===== src/rtl/mbist_pkg.sv =====
package mbist_pkg;

  typedef enum logic [1:0] {
    ST_IDLE  = 2'd0,
    ST_WRITE = 2'd1,
    ST_READ  = 2'd2
  } mbist_state_e;

  typedef enum logic [1:0] {
    PH_ZERO  = 2'd0,
    PH_ONES  = 2'd1,
    PH_INDEX = 2'd2
  } mbist_phase_e;

endpackage


===== src/rtl/mbist_index_ctr.sv =====
module mbist_index_ctr #(
  parameter int CW = 22
) (
  input  logic          clk,
  input  logic          rst_n,
  input  logic          clr,
  input  logic          step,
  input  logic [CW-1:0] len,
  output logic [CW-1:0] idx,
  output logic          last
);

  logic [CW-1:0] idx_q;
  logic [CW-1:0] idx_d;
  logic [CW-1:0] len_m1;
  logic          idx_en;

  assign len_m1 = len - CW'(1);
  assign last   = (idx_q == len_m1);
  assign idx    = idx_q;
  assign idx_en = clr | step;

  // wrap to zero after the last index so each sweep restarts at index 0
  always_comb begin
    idx_d = idx_q;
    if (clr) begin
      idx_d = '0;
    end else if (step) begin
      idx_d = last ? '0 : idx_q + CW'(1);
    end
  end

  always_ff @(posedge clk or negedge rst_n) begin
    if (!rst_n) begin
      idx_q <= '0;
    end else if (idx_en) begin
      idx_q <= idx_d;
    end
  end

endmodule


===== src/rtl/mbist_pattern.sv =====
module mbist_pattern
  import mbist_pkg::*;
#(
  parameter int DW = 32,
  parameter int CW = 22
) (
  input  mbist_phase_e  phase,
  input  logic [CW-1:0] idx,
  output logic [DW-1:0] data
);

  logic [DW-1:0] idx_ext;

  generate
    if (CW >= DW) begin : g_trunc
      assign idx_ext = idx[DW-1:0];
    end else begin : g_zext
      assign idx_ext = {{(DW-CW){1'b0}}, idx};
    end
  endgenerate

  always_comb begin
    unique case (phase)
      PH_ZERO: data = '0;
      PH_ONES: data = '1;
      default: data = idx_ext;
    endcase
  end

endmodule


===== src/rtl/mbist_ctrl.sv =====
module mbist_ctrl
  import mbist_pkg::*;
(
  input  logic         clk,
  input  logic         rst_n,
  input  logic         start,
  input  logic         start_len_zero,
  input  logic         ready,
  input  logic         last,
  input  logic         mismatch,
  output mbist_state_e state,
  output mbist_phase_e phase,
  output logic         cap,
  output logic         idx_clr,
  output logic         idx_step,
  output logic         fin_pass,
  output logic         fin_fail
);

  mbist_state_e state_q, state_d;
  mbist_phase_e phase_q, phase_d;
  logic         ctl_en;

  assign state = state_q;
  assign phase = phase_q;

  always_comb begin
    state_d  = state_q;
    phase_d  = phase_q;
    cap      = 1'b0;
    idx_clr  = 1'b0;
    idx_step = 1'b0;
    fin_pass = 1'b0;
    fin_fail = 1'b0;
    unique case (state_q)
      ST_IDLE: begin
        if (start) begin
          cap     = 1'b1;
          idx_clr = 1'b1;
          phase_d = PH_ZERO;
          if (start_len_zero) begin
            fin_pass = 1'b1;
          end else begin
            state_d = ST_WRITE;
          end
        end
      end
      ST_WRITE: begin
        if (ready) begin
          idx_step = 1'b1;
          if (last) begin
            state_d = ST_READ;
          end
        end
      end
      ST_READ: begin
        if (ready) begin
          if (mismatch) begin
            fin_fail = 1'b1;
            state_d  = ST_IDLE;
          end else begin
            idx_step = 1'b1;
            if (last) begin
              if (phase_q == PH_INDEX) begin
                fin_pass = 1'b1;
                state_d  = ST_IDLE;
              end else begin
                phase_d = mbist_phase_e'(phase_q + 2'd1);
                state_d = ST_WRITE;
              end
            end
          end
        end
      end
      default: state_d = ST_IDLE;
    endcase
  end

  assign ctl_en = (state_d != state_q) || (phase_d != phase_q);

  always_ff @(posedge clk or negedge rst_n) begin
    if (!rst_n) begin
      state_q <= ST_IDLE;
      phase_q <= PH_ZERO;
    end else if (ctl_en) begin
      state_q <= state_d;
      phase_q <= phase_d;
    end
  end

endmodule


===== src/rtl/mbist_result.sv =====
module mbist_result #(
  parameter int DW = 32,
  parameter int CW = 22
) (
  input  logic          clk,
  input  logic          rst_n,
  input  logic          cap,
  input  logic          fin_pass,
  input  logic          fin_fail,
  input  logic [CW-1:0] idx,
  input  logic [DW-1:0] expected,
  input  logic [DW-1:0] actual,
  output logic          done,
  output logic          pass,
  output logic          fail,
  output logic [CW-1:0] fail_index,
  output logic [DW-1:0] fail_expected,
  output logic [DW-1:0] fail_actual
);

  logic          done_q, done_d;
  logic          pass_q, pass_d;
  logic          fail_q, fail_d;
  logic          verdict_en;
  logic [CW-1:0] fidx_q;
  logic [DW-1:0] fexp_q;
  logic [DW-1:0] fact_q;

  assign verdict_en = cap | fin_pass | fin_fail;
  assign done_d     = fin_pass | fin_fail;

  // completion wins over the clear so a zero-length start ends in pass
  always_comb begin
    pass_d = pass_q;
    fail_d = fail_q;
    if (cap) begin
      pass_d = 1'b0;
      fail_d = 1'b0;
    end
    if (fin_pass) begin
      pass_d = 1'b1;
    end
    if (fin_fail) begin
      fail_d = 1'b1;
    end
  end

  always_ff @(posedge clk or negedge rst_n) begin
    if (!rst_n) begin
      done_q <= 1'b0;
    end else begin
      done_q <= done_d;
    end
  end

  always_ff @(posedge clk or negedge rst_n) begin
    if (!rst_n) begin
      pass_q <= 1'b0;
      fail_q <= 1'b0;
    end else if (verdict_en) begin
      pass_q <= pass_d;
      fail_q <= fail_d;
    end
  end

  always_ff @(posedge clk or negedge rst_n) begin
    if (!rst_n) begin
      fidx_q <= '0;
      fexp_q <= '0;
      fact_q <= '0;
    end else if (fin_fail) begin
      fidx_q <= idx;
      fexp_q <= expected;
      fact_q <= actual;
    end
  end

  assign done          = done_q;
  assign pass          = pass_q;
  assign fail          = fail_q;
  assign fail_index    = fidx_q;
  assign fail_expected = fexp_q;
  assign fail_actual   = fact_q;

endmodule


===== src/rtl/mbist_engine.sv =====
module mbist_engine
  import mbist_pkg::*;
#(
  parameter int AW = 32,
  parameter int DW = 32,
  parameter int CW = 22
) (
  input  logic          clk,
  input  logic          rst_n,
  input  logic          start,
  input  logic [AW-1:0] base_addr,
  input  logic [CW-1:0] region_words,
  output logic          busy,
  output logic          done,
  output logic          pass,
  output logic          fail,
  output logic [CW-1:0] fail_index,
  output logic [DW-1:0] fail_expected,
  output logic [DW-1:0] fail_actual,
  output logic          mem_req,
  output logic          mem_we,
  output logic [AW-1:0] mem_addr,
  output logic [DW-1:0] mem_wdata,
  input  logic          mem_ready,
  input  logic [DW-1:0] mem_rdata
);

  localparam int SYNC_STAGES = 2;

  logic [SYNC_STAGES-1:0] rst_sync_q;
  logic                   rst_int_n;

  always_ff @(posedge clk or negedge rst_n) begin
    if (!rst_n) begin
      rst_sync_q <= '0;
    end else begin
      rst_sync_q <= {rst_sync_q[SYNC_STAGES-2:0], 1'b1};
    end
  end

  assign rst_int_n = rst_sync_q[SYNC_STAGES-1];

  mbist_state_e  state;
  mbist_phase_e  phase;
  logic          cap;
  logic          idx_clr;
  logic          idx_step;
  logic          fin_pass;
  logic          fin_fail;
  logic          last;
  logic          mismatch;
  logic [CW-1:0] idx;
  logic [DW-1:0] pattern;
  logic [AW-1:0] base_q;
  logic [CW-1:0] len_q;

  // region captured once per accepted start
  always_ff @(posedge clk or negedge rst_int_n) begin
    if (!rst_int_n) begin
      base_q <= '0;
      len_q  <= '0;
    end else if (cap) begin
      base_q <= base_addr;
      len_q  <= region_words;
    end
  end

  mbist_ctrl u_ctrl (
    .clk            (clk),
    .rst_n          (rst_int_n),
    .start          (start),
    .start_len_zero (region_words == '0),
    .ready          (mem_ready),
    .last           (last),
    .mismatch       (mismatch),
    .state          (state),
    .phase          (phase),
    .cap            (cap),
    .idx_clr        (idx_clr),
    .idx_step       (idx_step),
    .fin_pass       (fin_pass),
    .fin_fail       (fin_fail)
  );

  mbist_index_ctr #(.CW(CW)) u_idx (
    .clk   (clk),
    .rst_n (rst_int_n),
    .clr   (idx_clr),
    .step  (idx_step),
    .len   (len_q),
    .idx   (idx),
    .last  (last)
  );

  mbist_pattern #(.DW(DW), .CW(CW)) u_pat (
    .phase (phase),
    .idx   (idx),
    .data  (pattern)
  );

  assign mismatch = (mem_rdata != pattern);

  mbist_result #(.DW(DW), .CW(CW)) u_res (
    .clk           (clk),
    .rst_n         (rst_int_n),
    .cap           (cap),
    .fin_pass      (fin_pass),
    .fin_fail      (fin_fail),
    .idx           (idx),
    .expected      (pattern),
    .actual        (mem_rdata),
    .done          (done),
    .pass          (pass),
    .fail          (fail),
    .fail_index    (fail_index),
    .fail_expected (fail_expected),
    .fail_actual   (fail_actual)
  );

  assign busy      = (state != ST_IDLE);
  assign mem_req   = busy;
  assign mem_we    = (state == ST_WRITE);
  assign mem_addr  = base_q + AW'(idx);
  assign mem_wdata = pattern;

endmodule


===== config.mk =====
export PLATFORM = sky130hd
export DESIGN_NAME = mbist_engine
export DESIGN_NICKNAME = d
export VERILOG_FILES = /design/src/rtl/mbist_pkg.sv /design/src/rtl/mbist_index_ctr.sv /design/src/rtl/mbist_pattern.sv /design/src/rtl/mbist_ctrl.sv /design/src/rtl/mbist_result.sv /design/src/rtl/mbist_engine.sv
export SDC_FILE = /design/constraint.sdc
export NUM_CORES = 1
export LEC_CHECK = 0
export ABC_AREA = 0
export BUFFER_PORTS_ARGS = -buffer_cell sky130_fd_sc_hd__clkbuf_2
export CAP_MARGIN = 20
export CORE_MARGIN = 4
export CORE_UTILIZATION = 30
export CTS_BUF_LIST = sky130_fd_sc_hd__clkbuf_16
export DETAILED_ROUTE_END_ITERATION = 16
export PLACE_DENSITY = 0.49
export SLEW_MARGIN = 15
export SYNTH_ARGS = -nofsm -noshare
export SYNTH_HDL_FRONTEND = slang
export SYNTH_SLANG_ARGS = --single-unit

===== constraint.sdc =====
create_clock -name clk -period 4.6 [get_ports clk]
set_input_delay 0.46 -clock clk [delete_from_list [all_inputs] [get_ports clk]]
set_output_delay 0.46 -clock clk [all_outputs]
set_load 0.1 [all_outputs]

==> flow_metrics.env <==
export IMPL_outcome="finished clean"
export IMPL_routed_via_density=4.918
export IMPL_finalCritPeriodShare_pct=92.54
export IMPL_cts_tree="yes"
export IMPL_powerDensity_nw_per_um2=636.2
export IMPL_power_frac_clock_pct=16.8
export IMPL_clock_path_buffers=2
export IMPL_maxCapViolCount=0
export IMPL_hpwl_um=24730
export IMPL_num_rows=67
export IMPL_clkSlewWorstSetupHoldPaths_ns=0.07
export IMPL_period_minus_slack_ns=4.257
export IMPL_synthTopCellsByArea="dfrtp_1 40%, nand2_1 8.5%, mux2_4 8.1%"
export IMPL_initial_core_util_pct=30.39
export IMPL_synth_warnings=0
export IMPL_tns_ns=0
export IMPL_postRouteAntennaNets=0
export IMPL_finalMaxSlewViolations=0
export IMPL_first_pass_iters=5
export IMPL_die_h_um=192.1
export IMPL_n_antenna_cell=0
export IMPL_intPower_uw=3634
export IMPL_initialDrtViolationCount=505
export IMPL_avgSynthCellArea_um2=9.457
export IMPL_synth_most_common_cell="nand2_1"
export IMPL_globalRouteOverflowTotal=0
export IMPL_cpMostUsedCell="o211ai_1"
export IMPL_setup_violations=0
export IMPL_cpPeakStageDelay_ns=0.48
export IMPL_core_area_um2=33450
export IMPL_crit_required_ns=4.14
export IMPL_crit_path_start_kind="register"
export IMPL_final_area_um2=12430
export IMPL_p_comb_share_pct=56.2
export IMPL_die_area_um2=36900
export IMPL_nNetsFinal=1413
export IMPL_pre_cts_ws_ns=0.7140
export IMPL_grt_pass1_vias=8422
export IMPL_htreeDepth=4
export IMPL_syn_nets=1197
export IMPL_ys_flop_type="dfrtp_1"
export IMPL_cts_sinks=162
export IMPL_slew_headroom_pct=34.77
export IMPL_yosys_top_cells_count="231 x nand2_1, 162 x dfrtp_1, 57 x nor2_1"
export IMPL_hp_class="in2reg"
export IMPL_synth_area_um2=10170
export IMPL_fp_dieW_um=192.1
export IMPL_worst_slack_ns=0.3432
export IMPL_path_cells="ha_1 -> inv_1 -> fa_1 -> nor2b_1 -> o31a_1 -> o41a_1 -> o211ai_1 -> o211ai_1 -> a211oi_1 -> buf_4 -> nor4b_1 -> xor2_1 -> buf_12"
export IMPL_worstPathArrival_ns=3.80
export IMPL_p_leak_uw=0.006309
export IMPL_placed_cell_area_um2=11890
export IMPL_ioPinCount=246
export IMPL_synthArstFlopShare_pct=100.0
export IMPL_vias=8606
export IMPL_wl_per_cell_um=18.99
export IMPL_yosysTopAreaCell="dfrtp_1"
export IMPL_grt_pass1_wl_um=50120
export IMPL_path_class="reg2out"
export IMPL_path_delay_family="compound AO/OA/AOI/OAI gates"
export IMPL_hold_start="base_addr[4]"
export IMPL_hold_viol=0
export IMPL_vdd_ir_drop_worst_mv=0.4240
export IMPL_skew_ns=0.008242
export IMPL_p_sw_share_pct=54.04
export IMPL_netlist_area_leader_share_pct=39.88
export IMPL_cp_startpoint="u_idx.idx[0]"
export IMPL_clk_latency_ns=0.44
export IMPL_antenna_found_initial=1
export IMPL_place_gp_congestion=0.8778
export IMPL_timing_rr_start="u_ctrl.phase[1]"
export IMPL_port_buffers=245
export IMPL_nFillCells=3426
export IMPL_cp_max_fo=8
export IMPL_rsz0062_at_grt="no"
export IMPL_drc=0
export IMPL_power_frac_seq_pct=27.0
export IMPL_synth_edff_count=0
export IMPL_worst_path_buf_inv=3
export IMPL_wirelength_um=33230
export IMPL_grt_max_degree=56
export IMPL_synth_seq_cells=162
export IMPL_ys_seq_area_share_pct=39.88
export IMPL_synthDistinctLibCells=83
export IMPL_cts_buffers=17
export IMPL_endpoint_kind="output port"
export IMPL_cts_root_buf="clkbuf_16"
export IMPL_track_usage_pct=17.77
export IMPL_worst_pin_slew_ns=0.9784
export IMPL_critPathSlowestCell="dfrtp_2"
export IMPL_max_freq_ghz=0.2349
export IMPL_syn2layout_area_growth_pct=22.25
export IMPL_layout_drive_gt1_share_pct=30.03
export IMPL_synth_cells=1075
export IMPL_switchingPower_uw=4273
==> registers in the layout, summed over array words and instances (netlist names) <==
signal,count
u_ctrl.state,2
u_res.fail_actual,32
u_res.done,1
u_ctrl.phase,2
base_q,32
len_q,22
u_idx.idx,22
u_res.pass,1
u_res.fail_index,22
u_res.fail,1
u_res.fail_expected,23
rst_sync_q,2
==> worst paths after layout <==
kind / slack [ns] / depth (start not counted) / endpoint
worst min register to register: 0.36 / 0 / rst_sync_q[1]
max in group asynchronous: 3.19 / 1 / base_q[19]
worst min-delay path: 0.21 / 3 / base_q[4]
worst max register to register: 0.93 / 9 / u_res.fail_index[10]
min in group asynchronous: 0.36 / 2 / rst_sync_q[1]
worst max-delay path: 0.34 / 13 / mem_addr[30]
==> through the flow <==
| step | hold WS (ns) | util (%) | power [µW] | std cells |
|---|---|---|---|---|
| finish | 0.2118 | 37.16 | 7907 | 1750 |
| global route | 0.2074 | 37.16 | 8350 | 1750 |
| CTS | 0.1954 | 37.15 | 7980 | 1750 |
| floorplan | 0.1644 | - | 5580 | 1075 |
| global placement | 0.2857 | 35.55 | 6595 | 1719 |
| detailed placement | 0.2852 | 35.55 | 6619 | 1719 |
==> routing by layer <==
metal	routed length (µm)	global-route usage, %	vias to the layer above
met1	15510	24.33	4154
met5	0	0	-
met2	15610	28.97	234
met3	1752	3.999	16
li1	-	-	4202
met4	361	3.675	0
==> final cells by class <==
class | count | area, µm² | area share (%)
flip-flops and latches | 162 | 4059 | 32.66
well taps | 448 | 560.5 | 4.510
inverters | 27 | 101.3 | 0.8155
multi-input cells | 803 | 5540 | 44.58
clock buffers | 17 | 425.4 | 3.423
clock inverters | 13 | 100.1 | 0.8054
repair buffers | 280 | 1642 | 13.21
==> power groups by stage <==
stage               clock (µW)  sequential (µW)  combinational [µW]
floorplan                    0             2460                3120
global placement             0             2160                4440
detailed placement           0             2160                4460
CTS                       1370             2140                4480
global route              1430             2190                4730
finish                    1330             2140                4440
==> placed cells by master, fill, tap and decap left out, drive strengths merged, types with 22 or more instances in the layout <==
| master | netlist | final |
|---|---|---|
| nor3 | 22 | 22 |
| dfrtp | 162 | 162 |
| mux2 | 58 | 58 |
| nor4 | 24 | 24 |
| xor2 | 33 | 33 |
| a31oi | 27 | 27 |
| o21ai | 31 | 31 |
| xnor2 | 32 | 32 |
| and3 | 23 | 23 |
| ha | 31 | 31 |
| buf | 44 | 44 |
| nand2 | 231 | 231 |
| inv | 27 | 31 |
| clkbuf | 39 | 252 |
| nor2 | 57 | 57 |
==> tightest hold or removal path, delay by kind of cell <==
| family | cells | cell delay [ns] |
|---|---|---|
| buf+inv | 1 | 0.07 |
| simple gates | 2 | 0.08 |
==> cells by family (layout without fill, tap and decap cells) <==
| kind of cell | count (synthesis) | after routing | share of synthesized area, % |
|---|---|---|---|
| flip-flops | 162 | 162 | 39.88 |
| AO/OA/AOI/OAI | 183 | 183 | 13.44 |
| adder cells (fa/ha/maj) | 32 | 32 | 4.012 |
| multiplexers | 62 | 62 | 8.849 |
| other | 1 | 1 | 0.03689 |
| buffers and inverters | 110 | 337 | 5.785 |
| AND/OR/NAND/NOR | 458 | 458 | 21.96 |
| XOR/XNOR | 67 | 67 | 6.043 |
==> timing repair <==
| item | 4_1_cts | 5_1_grt |
|---|---|---|
| gates resized for setup | 0 | 1 |
| setup buffers | 0 | 0 |
| setup endpoints to repair | 0 | 1 |
| hold buffers | 1 | 0 |
| endpoints found under the hold margin | 2 | 0 |
(Power assumes the default switching activity.)
